==> src/rtl/chipid_pkg.sv <==
package chipid_pkg;

  localparam int unsigned CTRL_OFS  = 32'h40;
  localparam int unsigned KEY_OFS   = 32'h60;
  localparam int unsigned TRIG_BIT  = 1;
  localparam int unsigned OFF_LSB   = 16;
  localparam logic [15:0] LOCK_MASK = 16'hAC00;

  typedef enum logic [1:0] {
    SEL_NONE = 2'd0,
    SEL_CTRL = 2'd1,
    SEL_KEY  = 2'd2
  } regsel_e;

  typedef struct packed {
    logic    rd;
    logic    wr;
    regsel_e sel;
  } acc_s;

endpackage

==> src/rtl/chipid_addr_dec.sv <==
module chipid_addr_dec
  import chipid_pkg::*;
#(
  parameter int unsigned ADDR_W = 10
) (
  input  logic              bus_sel,
  input  logic              bus_wr,
  input  logic              bus_word,
  input  logic [ADDR_W-1:0] bus_addr,
  output acc_s              acc
);

  localparam logic [ADDR_W-1:0] CTRL_A = ADDR_W'(CTRL_OFS);
  localparam logic [ADDR_W-1:0] KEY_A  = ADDR_W'(KEY_OFS);

  always_comb begin
    acc.rd  = bus_sel && !bus_wr;
    acc.wr  = bus_sel && bus_wr && bus_word;
    acc.sel = SEL_NONE;
    if (bus_sel && bus_word) begin
      if (bus_addr == CTRL_A)     acc.sel = SEL_CTRL;
      else if (bus_addr == KEY_A) acc.sel = SEL_KEY;
    end
  end

endmodule

==> src/rtl/chipid_ctrl_reg.sv <==
module chipid_ctrl_reg
  import chipid_pkg::*;
#(
  parameter int unsigned DATA_W = 32,
  localparam int unsigned OFF_W = DATA_W - OFF_LSB
) (
  input  logic              clk,
  input  logic              rst_n,
  input  logic              wr_en,
  input  logic [DATA_W-1:0] wdata,
  output logic [DATA_W-1:0] ctrl_q,
  output logic              fetch_req,
  output logic [OFF_W-1:0]  fetch_off
);

  logic [DATA_W-1:0] ctrl_d;
  logic [DATA_W-1:0] trig_clr;
  logic              lock_hit;

  always_comb begin
    trig_clr           = '1;
    trig_clr[TRIG_BIT] = 1'b0;
    lock_hit           = |(wdata[15:0] & LOCK_MASK);
    fetch_req          = wr_en && lock_hit && wdata[TRIG_BIT];
    fetch_off          = wdata[DATA_W-1:OFF_LSB];
    ctrl_d             = ctrl_q;
    if (wr_en) ctrl_d = wdata & trig_clr;
  end

  always_ff @(posedge clk or negedge rst_n) begin
    if (!rst_n) ctrl_q <= '0;
    else if (wr_en) ctrl_q <= ctrl_d;
  end

endmodule

==> src/rtl/chipid_key_fetch.sv <==
module chipid_key_fetch #(
  parameter int unsigned DATA_W   = 32,
  parameter int unsigned OFF_W    = 16,
  parameter int unsigned ID_BYTES = 16,
  parameter logic [ID_BYTES*8-1:0] DEV_ID = '0
) (
  input  logic              clk,
  input  logic              rst_n,
  input  logic              fetch_req,
  input  logic [OFF_W-1:0]  fetch_off,
  output logic [DATA_W-1:0] key_q
);

  localparam int unsigned LANES   = DATA_W / 8;
  localparam int unsigned OFF_MAX = ID_BYTES - LANES;

  logic [DATA_W-1:0] gathered;
  logic [DATA_W-1:0] key_d;
  logic              in_range;
  logic              load_en;

  function automatic logic [7:0] id_byte(input int unsigned idx);
    if (idx < ID_BYTES) return DEV_ID[(ID_BYTES-1-idx)*8 +: 8];
    return 8'h00;
  endfunction

  for (genvar k = 0; k < LANES; k++) begin : g_lane
    always_comb
      gathered[DATA_W-1-8*k -: 8] = id_byte(int'(fetch_off) + k);
  end

  always_comb begin
    in_range = 32'(fetch_off) <= OFF_MAX;
    load_en  = fetch_req && in_range;
    key_d    = load_en ? gathered : key_q;
  end

  always_ff @(posedge clk or negedge rst_n) begin
    if (!rst_n) key_q <= '0;
    else if (load_en) key_q <= key_d;
  end

endmodule

==> src/rtl/chipid_regs.sv <==
module chipid_regs
  import chipid_pkg::*;
#(
  parameter int unsigned ADDR_W   = 10,
  parameter int unsigned DATA_W   = 32,
  parameter int unsigned ID_BYTES = 16,
  parameter logic [ID_BYTES*8-1:0] DEV_ID = 128'hA1B2C3D4_E5F60718_293A4B5C_6D7E8F90
) (
  input  logic              clk,
  input  logic              rst_n,
  input  logic              bus_sel,
  input  logic              bus_wr,
  input  logic              bus_word,
  input  logic [ADDR_W-1:0] bus_addr,
  input  logic [DATA_W-1:0] bus_wdata,
  output logic [DATA_W-1:0] bus_rdata
);

  localparam int unsigned OFF_W = DATA_W - OFF_LSB;

  acc_s              acc;
  logic [DATA_W-1:0] ctrl_q;
  logic [DATA_W-1:0] key_q;
  logic              fetch_req;
  logic [OFF_W-1:0]  fetch_off;
  logic              ctrl_we;
  logic [DATA_W-1:0] rdata_d;

  chipid_addr_dec #(.ADDR_W(ADDR_W)) u_dec (
    .bus_sel  (bus_sel),
    .bus_wr   (bus_wr),
    .bus_word (bus_word),
    .bus_addr (bus_addr),
    .acc      (acc)
  );

  assign ctrl_we = acc.wr && (acc.sel == SEL_CTRL);

  chipid_ctrl_reg #(.DATA_W(DATA_W)) u_ctrl (
    .clk       (clk),
    .rst_n     (rst_n),
    .wr_en     (ctrl_we),
    .wdata     (bus_wdata),
    .ctrl_q    (ctrl_q),
    .fetch_req (fetch_req),
    .fetch_off (fetch_off)
  );

  chipid_key_fetch #(
    .DATA_W   (DATA_W),
    .OFF_W    (OFF_W),
    .ID_BYTES (ID_BYTES),
    .DEV_ID   (DEV_ID)
  ) u_key (
    .clk       (clk),
    .rst_n     (rst_n),
    .fetch_req (fetch_req),
    .fetch_off (fetch_off),
    .key_q     (key_q)
  );

  always_comb begin
    unique case (acc.sel)
      SEL_CTRL: rdata_d = ctrl_q;
      SEL_KEY:  rdata_d = key_q;
      default:  rdata_d = '0;
    endcase
  end

  always_ff @(posedge clk or negedge rst_n) begin
    if (!rst_n) bus_rdata <= '0;
    else if (acc.rd) bus_rdata <= rdata_d;
  end

endmodule

==> config.mk <==
export PLATFORM = sky130hd
export DESIGN_NAME = chipid_regs
export DESIGN_NICKNAME = d
export VERILOG_FILES = /design/src/rtl/chipid_pkg.sv /design/src/rtl/chipid_addr_dec.sv /design/src/rtl/chipid_ctrl_reg.sv /design/src/rtl/chipid_key_fetch.sv /design/src/rtl/chipid_regs.sv
export SDC_FILE = /design/constraint.sdc
export NUM_CORES = 1
export LEC_CHECK = 0
export ABC_CLOCK_PERIOD_IN_PS = 1200
export BUFFER_PORTS_ARGS = -buffer_cell sky130_fd_sc_hd__buf_2
export CELL_PAD_IN_SITES_DETAIL_PLACEMENT = 1
export CELL_PAD_IN_SITES_GLOBAL_PLACEMENT = 2
export CORE_MARGIN = 2
export CORE_UTILIZATION = 38
export DETAILED_ROUTE_END_ITERATION = 8
export PLACE_DENSITY = 0.77
export SYNTH_ARGS = -nofsm -noshare
export SYNTH_HDL_FRONTEND = slang
export SYNTH_HIERARCHICAL = 1
export SYNTH_SLANG_ARGS = --single-unit
export TNS_END_PERCENT = 100
==> constraint.sdc <==
create_clock -name clk -period 1.2 [get_ports clk]
set_clock_uncertainty 0.1 [all_clocks]
set_input_delay 0.12 -clock clk [delete_from_list [all_inputs] [get_ports clk]]
set_output_delay 0.12 -clock clk [all_outputs]
set_load 0.05 [all_outputs]
==> results of run 1 <==
-- area by class of cell --
class | count | area (um2) | area share [%]
Multi-Input combinational cell | 272 | 2680 | 35.2
Sequential cell | 95 | 2380 | 31.2
Timing Repair Buffer | 206 | 1890 | 24.9
Clock buffer | 13 | 260 | 3.42
Tap cell | 180 | 225 | 2.96
Inverter | 39 | 146 | 1.92
Clock inverter | 3 | 25.0 | 0.329
-- critical path: stages --
cell,delay [ps]
buf_6,90
or4_4,550
nor4b_4,310
ha_2,240
and2_4,160
nand2_4,50
nor2_4,90
nand4_1,170
or2_4,320
buf_12,150
o31ai_1,330
-- what timing repair did --
item                       4_1_cts  5_1_grt
buffers inserted                 6        7
setup endpoints to repair      103      118
hold buffers                    15        0
pin swaps                        1       38
hold endpoints to repair       109        0
gates resized for setup         38       55
gates cloned                     4        7
-- layer usage --
layer | share of wire [%] | vias to the layer above
met5 | 0 | -
met4 | 2.4 | 0
met3 | 2.4 | 22
met2 | 51 | 78
met1 | 44 | 2195
li1 | - | 1950
-- power by group through the flow --
stage | Sequential (uW) | Combinational [uW] | Clock (uW)
6_report | 3200 | 833 | 2810
5_1_grt | 3200 | 901 | 3010
4_1_cts | 3200 | 802 | 2850
3_5_place_dp | 3260 | 744 | 0
3_3_place_gp | 3260 | 724 | 0
2_1_floorplan | 3260 | 345 | 0
-- cells by family (layout without fill, tap and decap cells) --
| group | Yosys count | count (layout) |
|---|---|---|
| mux | 32 | 32 |
| simple gates | 98 | 98 |
| buf+inv | 88 | 261 |
| other cells | 1 | 1 |
| xor+xnor | 22 | 22 |
| flops | 95 | 95 |
| fa+ha+maj | 11 | 11 |
| compound gates | 108 | 108 |
-- worst max-delay path by stage --
| stage | startpoint | depth (start not counted) | slack, ps | to |
|---|---|---|---|---|
| detailed placement | bus_addr[7] | 11 | -1550 | u_key/key_q[8] |
| floorplan | bus_addr[7] | 15 | -1680 | u_key/key_q[13] |
| global placement | bus_addr[7] | 11 | -1400 | u_key/key_q[13] |
| global route | bus_addr[8] | 11 | -1280 | u_key/key_q[26] |
| finish | bus_addr[8] | 11 | -1250 | u_key/key_q[26] |
| CTS | bus_addr[7] | 11 | -1070 | u_key/key_q[8] |
-- cells in the mapped netlist (2+ instances only) --
library cell,instances
clkbuf_4,3
buf_1,2
or4_1,2
xor2_1,9
or4b_1,2
buf_4,17
a21oi_1,3
buf_2,4
xnor2_1,13
nand2_1,39
dfrtp_1,95
inv_1,39
nand4_1,7
nor2_1,11
nor4_1,4
ha_1,11
buf_6,13
mux2_2,2
clkbuf_1,7
buf_12,3
o21ai_0,5
and3_1,4
a22oi_2,30
o31ai_1,19
nor2b_1,3
o22ai_1,3
a32o_1,8
mux2_4,29
nor3_1,2
o22ai_2,31
and2_1,4
a22oi_1,2
nand3_1,7
-- flip-flops by register name, indices dropped and copies added (netlist names) --
register,flops
bus_rdata,32
u_ctrl/ctrl_q,31
u_key/key_q,32
-- metrics by stage --
step	cell area [um2]	setup WS (ps)
CTS	7170	-1070
global route	7610	-1280
floorplan	5480	-1680
global placement	6420	-1400
finish	7610	-1250
detailed placement	6420	-1550
==> flow_metrics.py, run 1 <==
metrics = {
    "outcome": {
        "status": "finished, violations left",
        "violations": "negative setup slack",
    },
    "floorplan": {
        "die_x_um": 123,
        "core_area_um2": 13900,
        "die-area_um2": 15200,
        "pin_count": 79,
        "fp.dieH_um": 123,
        "placementRows": 43,
        "initial_utilization_pct": 38.9,
    },
    "logic_synthesis": {
        "ys_seq_elements": 95,
        "async_flop_share_pct": 100,
        "yosysSeqAreaShare_pct": 44.1,
        "synthSimpleGateAreaFrac_pct": 9.95,
        "ys_warn_count": 6,
        "synth_edf_count": 0,
        "yosys.area.top_type_share_pct": 44.1,
        "synth-xor-area-share_pct": 3.57,
        "synth_top_family_by_area": "compound AO/OA/AOI/OAI gates",
        "synthTopCellsByArea": "dfrtp_1 44%, mux2_4 8.1%, o22ai_2 7.2%, a22oi_2 7.0%, buf_6 2.7%",
        "synth.mux.area_fraction_pct": 8.67,
        "synth_compound_area_share_pct": 20.8,
        "synth_ff_type": "dfrtp_1",
        "postSynthNetCount": 513,
        "synth_area_leader_cell": "dfrtp_1",
        "yosysUniqueCellTypes": 55,
        "syn-cell-area_um2": 5400,
        "syn_area_per_cell_um2": 11.9,
        "synth_cells": 455,
        "synthAdderAreaFrac_pct": 2.55,
    },
    "clocking": {
        "worstSkewPairLatency_ps": 360,
        "numClockSinks": 95,
        "cts_buffer_depth": 2,
        "cts-htree-levels": 3,
        "cts_inserted_buffers": 9,
        "cts_root_buffer": "clkbuf_16",
        "cts_tree": "built",
        "clkTransAtPathRegs_ps": 70,
    },
    "sta": {
        "drv_slew": 0,
        "finalWorstSetupSlack_ps": -1250,
        "hold_viol_final": 0,
        "timing.final.crit_share_pct": 205,
        "hold_ws_ps": 5.95,
        "worst_pin_slew_ps": 552,
        "finalCriticalPeriod_ps": 2450,
        "max_freq_mhz": 407,
        "setup_viol": 95,
        "tns_ps": -92600,
        "slew_headroom_pct": 63.2,
        "rsz0062_at_grt": "yes",
    },
    "finish": {
        "antenna_cells": 0,
        "fin_util_pct": 54.8,
        "layoutNonFillerInstCount": 808,
        "nets": 681,
        "drive_above_1_share_pct": 53.5,
        "area_growth_pct": 41.0,
        "final_cell_mix": "95 x dfrtp_1, 95 x buf_4, 44 x buf_2",
        "fillers": 1448,
    },
    "detailed_routing": {
        "wl_per_cell_um": 20.6,
        "routed_via_density": 5.25,
        "drc": 0,
        "wl_um": 16600,
        "via_count": 4245,
        "ant_nets": 0,
        "firstDrtPassIters": 4,
        "drt_first_iter_violations": 164,
    },
    "global_routing": {
        "grt_pass1_vias": 4566,
        "grt_use_met3_pct": 3.18,
        "grt_remaining_overflow": 0,
        "gr-usage-met2_pct": 35.7,
        "grt_antenna_before_repair": 0,
        "use_met1_pct": 26.0,
        "grt_pass1_wl_um": 23900,
        "grt_max_degree": 67,
        "track_usage_pct": 20.6,
        "busiest_layer": "met2",
    },
    "power_and_ir_drop": {
        "pwr-share-seq_pct": 46.8,
        "swShare_pct": 25.3,
        "p_comb_share_pct": 12.2,
        "p_int_uw": 5120,
        "p_total_uw": 6850,
        "power.density_nw_per_um2": 900,
        "vdd_drop_max_uv": 578,
        "clkPwrFrac_pct": 41.1,
        "power_switching_uw": 1730,
        "leakagePower_uw": 0.00342,
    },
    "critical_path": {
        "startpoint_type": "input pin",
        "reg2reg_from": "u_ctrl/ctrl_q[28]",
        "reg2reg_to": "bus_rdata[28]",
        "end_kind": "flip-flop",
        "cp.required_ps": 1330,
        "rr_worst_depth": 2,
        "cp.arrival_ps": 2590,
        "criticalPathCategory": "in2reg",
        "reg2reg_slack_ps": 220,
        "path_max_fanout": 7,
    },
    "placement": {
        "dp.cells": 754,
        "port_buffers": 78,
        "gp_congestion": 0.840,
        "dp_hpwl_um": 10200,
    },
    "worst_hold_path": {
        "holdCritStartpoint": "bus_wdata[15]",
        "hold_path_class": "in2reg",
        "hold_depth": 3,
        "worstHoldEndpoint": "u_ctrl/ctrl_q[15]",
    },
    "flow_run": {
        "drv_cap": 0,
    },
}
Note: power is estimated with default switching activity, not from simulation.
==> run 2: changes to the inputs <==
ABC_AREA = 1   (was not set)
CORE_UTILIZATION = 33   (was 38)
PLACE_DENSITY = 0.79   (was 0.77)
SLEW_MARGIN = 0   (was not set)
==> flow_metrics.py, run 2 <==
metrics = {
    "power_and_ir_drop": {
        "vdd_drop_max_uv": 567,
        "power.density_nw_per_um2": 802,
        "pwr-share-seq_pct": 43.5,
        "power_switching_uw": 2010,
        "p_int_uw": 5350,
        "p_total_uw": 7360,
        "leakagePower_uw": 0.00502,
        "swShare_pct": 27.3,
        "clkPwrFrac_pct": 39.9,
        "p_comb_share_pct": 16.5,
    },
    "detailed_routing": {
        "firstDrtPassIters": 4,
        "ant_nets": 0,
        "drt_first_iter_violations": 302,
        "drc": 0,
        "via_count": 6208,
        "routed_via_density": 4.82,
        "wl_um": 23300,
        "wl_per_cell_um": 18.1,
    },
    "sta": {
        "max_freq_mhz": 580,
        "hold_ws_ps": 40.8,
        "rsz0062_at_grt": "yes",
        "setup_viol": 95,
        "finalCriticalPeriod_ps": 1720,
        "drv_slew": 0,
        "timing.final.crit_share_pct": 144,
        "hold_viol_final": 0,
        "finalWorstSetupSlack_ps": -524,
    },
    "clocking": {
        "numClockSinks": 95,
        "cts-htree-levels": 3,
        "cts_inserted_buffers": 9,
        "cts_root_buffer": "clkbuf_16",
        "clkTransAtPathRegs_ps": 70,
        "cts_buffer_depth": 2,
        "cts_tree": "built",
        "worstSkewPairLatency_ps": 360,
    },
    "logic_synthesis": {
        "postSynthNetCount": 907,
        "synth_edf_count": 0,
        "yosysSeqAreaShare_pct": 39.5,
        "syn_area_per_cell_um2": 7.08,
        "synthTopCellsByCount": "383 x nand2_1, 95 x dfrtp_1, 84 x inv_1, 49 x nor2_1, 28 x o21ai_2",
        "async_flop_share_pct": 100,
        "yosys.area.top_type_share_pct": 39.5,
        "synth_ff_type": "dfrtp_1",
        "ys_seq_elements": 95,
        "syn-cell-area_um2": 6010,
        "yosysUniqueCellTypes": 34,
        "synth_cells": 849,
        "synthTopCellsByArea": "dfrtp_1 40%, nand2_1 24%, inv_1 5.2%, o21ai_2 4.1%, nor2_1 3.1%",
        "synth.most_common_cell": "nand2_1",
        "synth_area_leader_cell": "dfrtp_1",
        "ys_warn_count": 6,
    },
    "placement": {
        "port_buffers": 78,
        "dp_hpwl_um": 14900,
        "gp_congestion": 0.881,
    },
    "finish": {
        "register_area_um2": 2380,
        "antenna_cells": 0,
        "nets": 1111,
        "area_growth_pct": 52.7,
        "final_common_cell": "nand2_1",
        "multi_input_comb_area_um2": 3650,
        "fillers": 2216,
        "drive_above_1_share_pct": 42.2,
        "top_regs": "bus_rdata (32), u_key/key_q (32), u_ctrl/ctrl_q (31)",
        "final_cell_mix": "279 x nand2_1, 125 x buf_4, 95 x dfrtp_1",
    },
    "critical_path": {
        "path_buf_inv": 5,
        "path_max_fanout": 6,
        "crit_chain": "buf_6 > inv_2 > nand2_2 > nor2_4 > nand2_4 > nor2_4 > ha_4 > nand2_4 > inv_6 > nand2_4 > a21oi_4 > nand2_4 > inv_8 > buf_8 > nand4_1 > nand2_1",
        "startpoint_type": "input pin",
        "reg2reg_to": "bus_rdata[3]",
        "cp_slowest_cell": "a21oi_4",
        "critPathMaxStageDelay_ps": 210,
        "reg2reg_from": "u_key/key_q[3]",
        "end_kind": "flip-flop",
        "cp.arrival_ps": 1920,
        "cp.required_ps": 1390,
        "crit_family": "simple AND/OR/NAND/NOR gates",
        "path_common_cell": "nand2_4",
        "criticalPathCategory": "in2reg",
        "rr_worst_depth": 4,
        "reg2reg_slack_ps": 250,
    },
    "worst_hold_path": {
        "holdCritStartpoint": "bus_wdata[22]",
        "hold_depth": 4,
        "hold_path_class": "in2reg",
        "worstHoldEndpoint": "u_ctrl/ctrl_q[22]",
    },
    "floorplan": {
        "die_x_um": 139,
        "fp.dieH_um": 139,
        "pin_count": 79,
        "die-area_um2": 19300,
        "initial_utilization_pct": 33.6,
        "placementRows": 49,
        "core_area_um2": 17900,
    },
    "global_routing": {
        "grt_pass1_wl_um": 32500,
        "grt_max_degree": 33,
        "grt_pass1_vias": 6234,
        "grt_remaining_overflow": 0,
        "track_usage_pct": 21.0,
        "grt_antenna_before_repair": 0,
    },
    "outcome": {
        "violations": "negative setup slack",
        "status": "finished, violations left",
    },
    "flow_run": {
        "drv_cap": 0,
    },
}
## run 2: changes by cell type after synthesis, sizes merged, moves of 32 or more
cell,previous run,this run
nor2,12,60
a22oi,32,0
o21ai,6,63
inv,39,91
o22ai,34,0
nand2,40,390
## run 2: worst reg2reg max path, delay by kind of cell (launching register included)
family	cells	cell delay (ps)
DFF	1	430
and+or+nand+nor	4	320
## run 2: worst max-delay path by stage
stage | cells after the start | slack, ps | start | end
finish | 16 | -520 | bus_addr[2] | u_key/key_q[16]
global route | 16 | -570 | bus_addr[2] | u_key/key_q[21]
CTS | 16 | -410 | bus_addr[3] | u_key/key_q[2]
detailed placement | 15 | -980 | bus_addr[8] | u_key/key_q[8]
global placement | 15 | -950 | bus_addr[7] | u_key/key_q[8]
floorplan | 19 | -910 | bus_addr[7] | u_key/key_q[0]
## run 2: cells by family (layout without fill, tap and decap cells)
kind of cell,Yosys count,in the layout,synth area share [%]
simple gates,503,503,34.3
buf+inv,141,350,12.3
flops,95,95,39.5
compound gates,80,80,8.88
xor+xnor,18,18,2.62
fa+ha+maj,11,11,2.29
other cells,1,1,0.0623
## run 2: layout make-up
cell class | count | share of cell area (%)
repair inverters | 1 | 0.0817
clock buffers | 12 | 2.57
flip-flops and latches | 95 | 25.9
repair buffers | 241 | 24.0
clock inverters | 4 | 0.586
multi-input cells | 613 | 39.7
inverters | 92 | 4.06
well taps | 229 | 3.12
## run 2: power by group through the flow
stage	registers, uW	clock network [uW]	logic, uW
after floorplan	3270	0	490
after global placement	3270	0	1050
after detailed placement	3270	0	1060
after CTS	3200	3000	1130
after global routing	3200	3110	1330
final	3200	2940	1220
## run 2: per-stage QoR
stage	area, um2	setup WS (ps)	util (%)	setup TNS (ps)	instances
after floorplan	6120	-912	-	-45970	849
after global placement	7410	-954	41.4	-59300	1229
after detailed placement	7410	-979	41.4	-62390	1229
after CTS	8050	-409	44.9	-18040	1265
after global routing	9180	-571	51.3	-44390	1287
final	9180	-524	51.3	-40180	1287
## run 2: layer usage
layer / global-route usage [%] / vias up / part of all wire, %
met4: 4.68 / 0 / 1.7
met3: 2.66 / 30 / 2.9
met2: 35.6 / 93 / 50
met5: 0 / - / 0
met1: 28.8 / 3078 / 45
li1: - / 3007 / -
## run 2: timing repair
action | 4_1_cts | 5_1_grt
cloned | 1 | 13
endpoints found under the setup margin | 107 | 115
endpoints found under the hold margin | 111 | 0
hold buffers | 17 | 0
resized for setup | 47 | 231
pin swaps | 16 | 72
setup buffers | 3 | 10
==> run 3: changes to the inputs <==
SETUP_SLACK_MARGIN = 0.05   (was not set)
==> flow_metrics.py, run 3 (synthesis gave the netlist of run 2 again) <==
metrics = {
    "sta": {
        "rsz0062_at_grt": "yes",
        "finalWorstSetupSlack_ps": -568,
        "setup_viol": 95,
        "drv_slew": 0,
        "hold_viol_final": 0,
        "max_freq_mhz": 566,
        "tns_ps": -44410,
        "finalCriticalPeriod_ps": 1770,
        "timing.final.crit_share_pct": 147,
    },
    "clocking": {
        "clkTransAtPathRegs_ps": 60,
        "cts_buffer_depth": 2,
        "cts_inserted_buffers": 9,
        "cts-htree-levels": 3,
        "worstSkewPairLatency_ps": 360,
        "cts_tree": "built",
        "cts_root_buffer": "clkbuf_16",
        "numClockSinks": 95,
    },
    "finish": {
        "final_cell_mix": "281 x nand2_1, 120 x buf_4, 95 x dfrtp_1",
        "top_regs": "bus_rdata (32), u_key/key_q (32), u_ctrl/ctrl_q (31)",
        "area_growth_pct": 56.1,
        "final_common_cell": "nand2_1",
        "finalInstanceArea_um2": 9390,
        "nets": 1123,
        "antenna_cells": 0,
        "fillers": 2191,
        "layoutNonFillerInstCount": 1299,
        "drive_above_1_share_pct": 42.6,
    },
    "detailed_routing": {
        "drc": 0,
        "wl_um": 23700,
        "routed_via_density": 4.83,
        "firstDrtPassIters": 4,
        "wl_per_cell_um": 18.2,
        "via_count": 6276,
        "drt_first_iter_violations": 306,
        "ant_nets": 0,
    },
    "outcome": {
        "status": "finished, violations left",
        "violations": "negative setup slack",
    },
    "floorplan": {
        "pin_count": 79,
        "fp.dieH_um": 139,
        "placementRows": 49,
        "initial_utilization_pct": 33.6,
        "core_area_um2": 17900,
        "die_x_um": 139,
        "die-area_um2": 19300,
    },
    "flow_run": {
        "drv_cap": 0,
    },
    "critical_path": {
        "startpoint_type": "input pin",
        "end_kind": "flip-flop",
        "cp.arrival_ps": 1960,
        "path_max_fanout": 6,
        "criticalPathCategory": "in2reg",
        "cp.required_ps": 1390,
    },
    "power_and_ir_drop": {
        "vdd_drop_max_uv": 598,
        "leakagePower_uw": 0.00512,
        "power.density_nw_per_um2": 785,
    },
    "global_routing": {
        "grt_pass1_wl_um": 32600,
        "track_usage_pct": 21.1,
        "grt_antenna_before_repair": 0,
        "grt_max_degree": 33,
        "grt_pass1_vias": 6271,
        "grt_remaining_overflow": 0,
    },
    "placement": {
        "place_area_um2": 7410,
        "port_buffers": 78,
        "gp_congestion": 0.881,
        "dp.cells": 1229,
        "dp_hpwl_um": 14900,
    },
    "worst_hold_path": {
        "hold_path_class": "in2reg",
    },
}
run 3: routing by layer:
layer	track usage (%)	routed length (um)	share of wire, %
met1	28.7	10400	44
met2	36.1	12200	51
met3	2.62	765	3.2
met4	4.68	357	1.5
met5	0	0	0
run 3: cell type report:
type | instances | area, um2 | area share [%]
Multi-Input combinational cell | 613 | 3640 | 38.7
Clock buffer | 12 | 236 | 2.52
Tap cell | 229 | 287 | 3.05
Sequential cell | 95 | 2380 | 25.3
Clock inverter | 4 | 53.8 | 0.573
Inverter | 92 | 373 | 3.97
Timing Repair Buffer | 253 | 2420 | 25.7
Timing Repair inverter | 1 | 7.51 | 0.0800
run 3: timing repair:
item                                    CTS  global route
gates resized for setup                  97           206
setup buffers                             4            21
hold buffers                             17             0
endpoints found under the setup margin  127           119
cloned                                    1            13
endpoints found under the hold margin   111             0
pin swaps                                16            69
run 3: power by group:
part / leakage [uW] / switching [uW] / internal, uW
clock network: 0.000133 / 1310 / 1630
registers: 0.00116 / 1.49 / 3200
logic: 0.00383 / 701 / 526
total: 0.00512 / 2020 / 5360
run 3: metrics by stage:
| stage | power (uW) | setup slack [ps] | hold slack, ps | utilization, % |
|---|---|---|---|---|
| final | 7370 | -568 | 49.6 | 52.4 |
| after global routing | 7660 | -604 | 55.2 | 52.4 |
| after CTS | 7330 | -409 | 34.5 | 45.9 |
| after detailed placement | 4330 | -979 | -64.4 | 41.4 |
| after global placement | 4320 | -954 | -69.2 | 41.4 |
| after floorplan | 3760 | -912 | -276 | - |
run 3: worst paths after layout:
kind	start	end	slack [ps]	depth (start not counted)
worst max-delay path	bus_addr[2]	bus_rdata[11]	-570	17
max in group asynchronous	rst_n	bus_rdata[28]	370	3
min in group asynchronous	rst_n	u_key/key_q[31]	100	2
worst max register to register	u_key/key_q[28]	bus_rdata[28]	250	4
worst min register to register	u_key/key_q[15]	u_key/key_q[15]	380	2
worst min-delay path	bus_wdata[22]	u_ctrl/ctrl_q[22]	50	4
run 3: critical path: stages:
cell	delay, ps
buf_6	90
inv_2	50
nand2_2	70
nor2_4	150
nand2_4	80
buf_6	130
nor2_4	120
buf_6	110
buf_6	80
buf_6	80
buf_6	90
ha_4	200
nor2_4	130
buf_12	160
buf_12	160
nand2_4	50
nand2_2	70
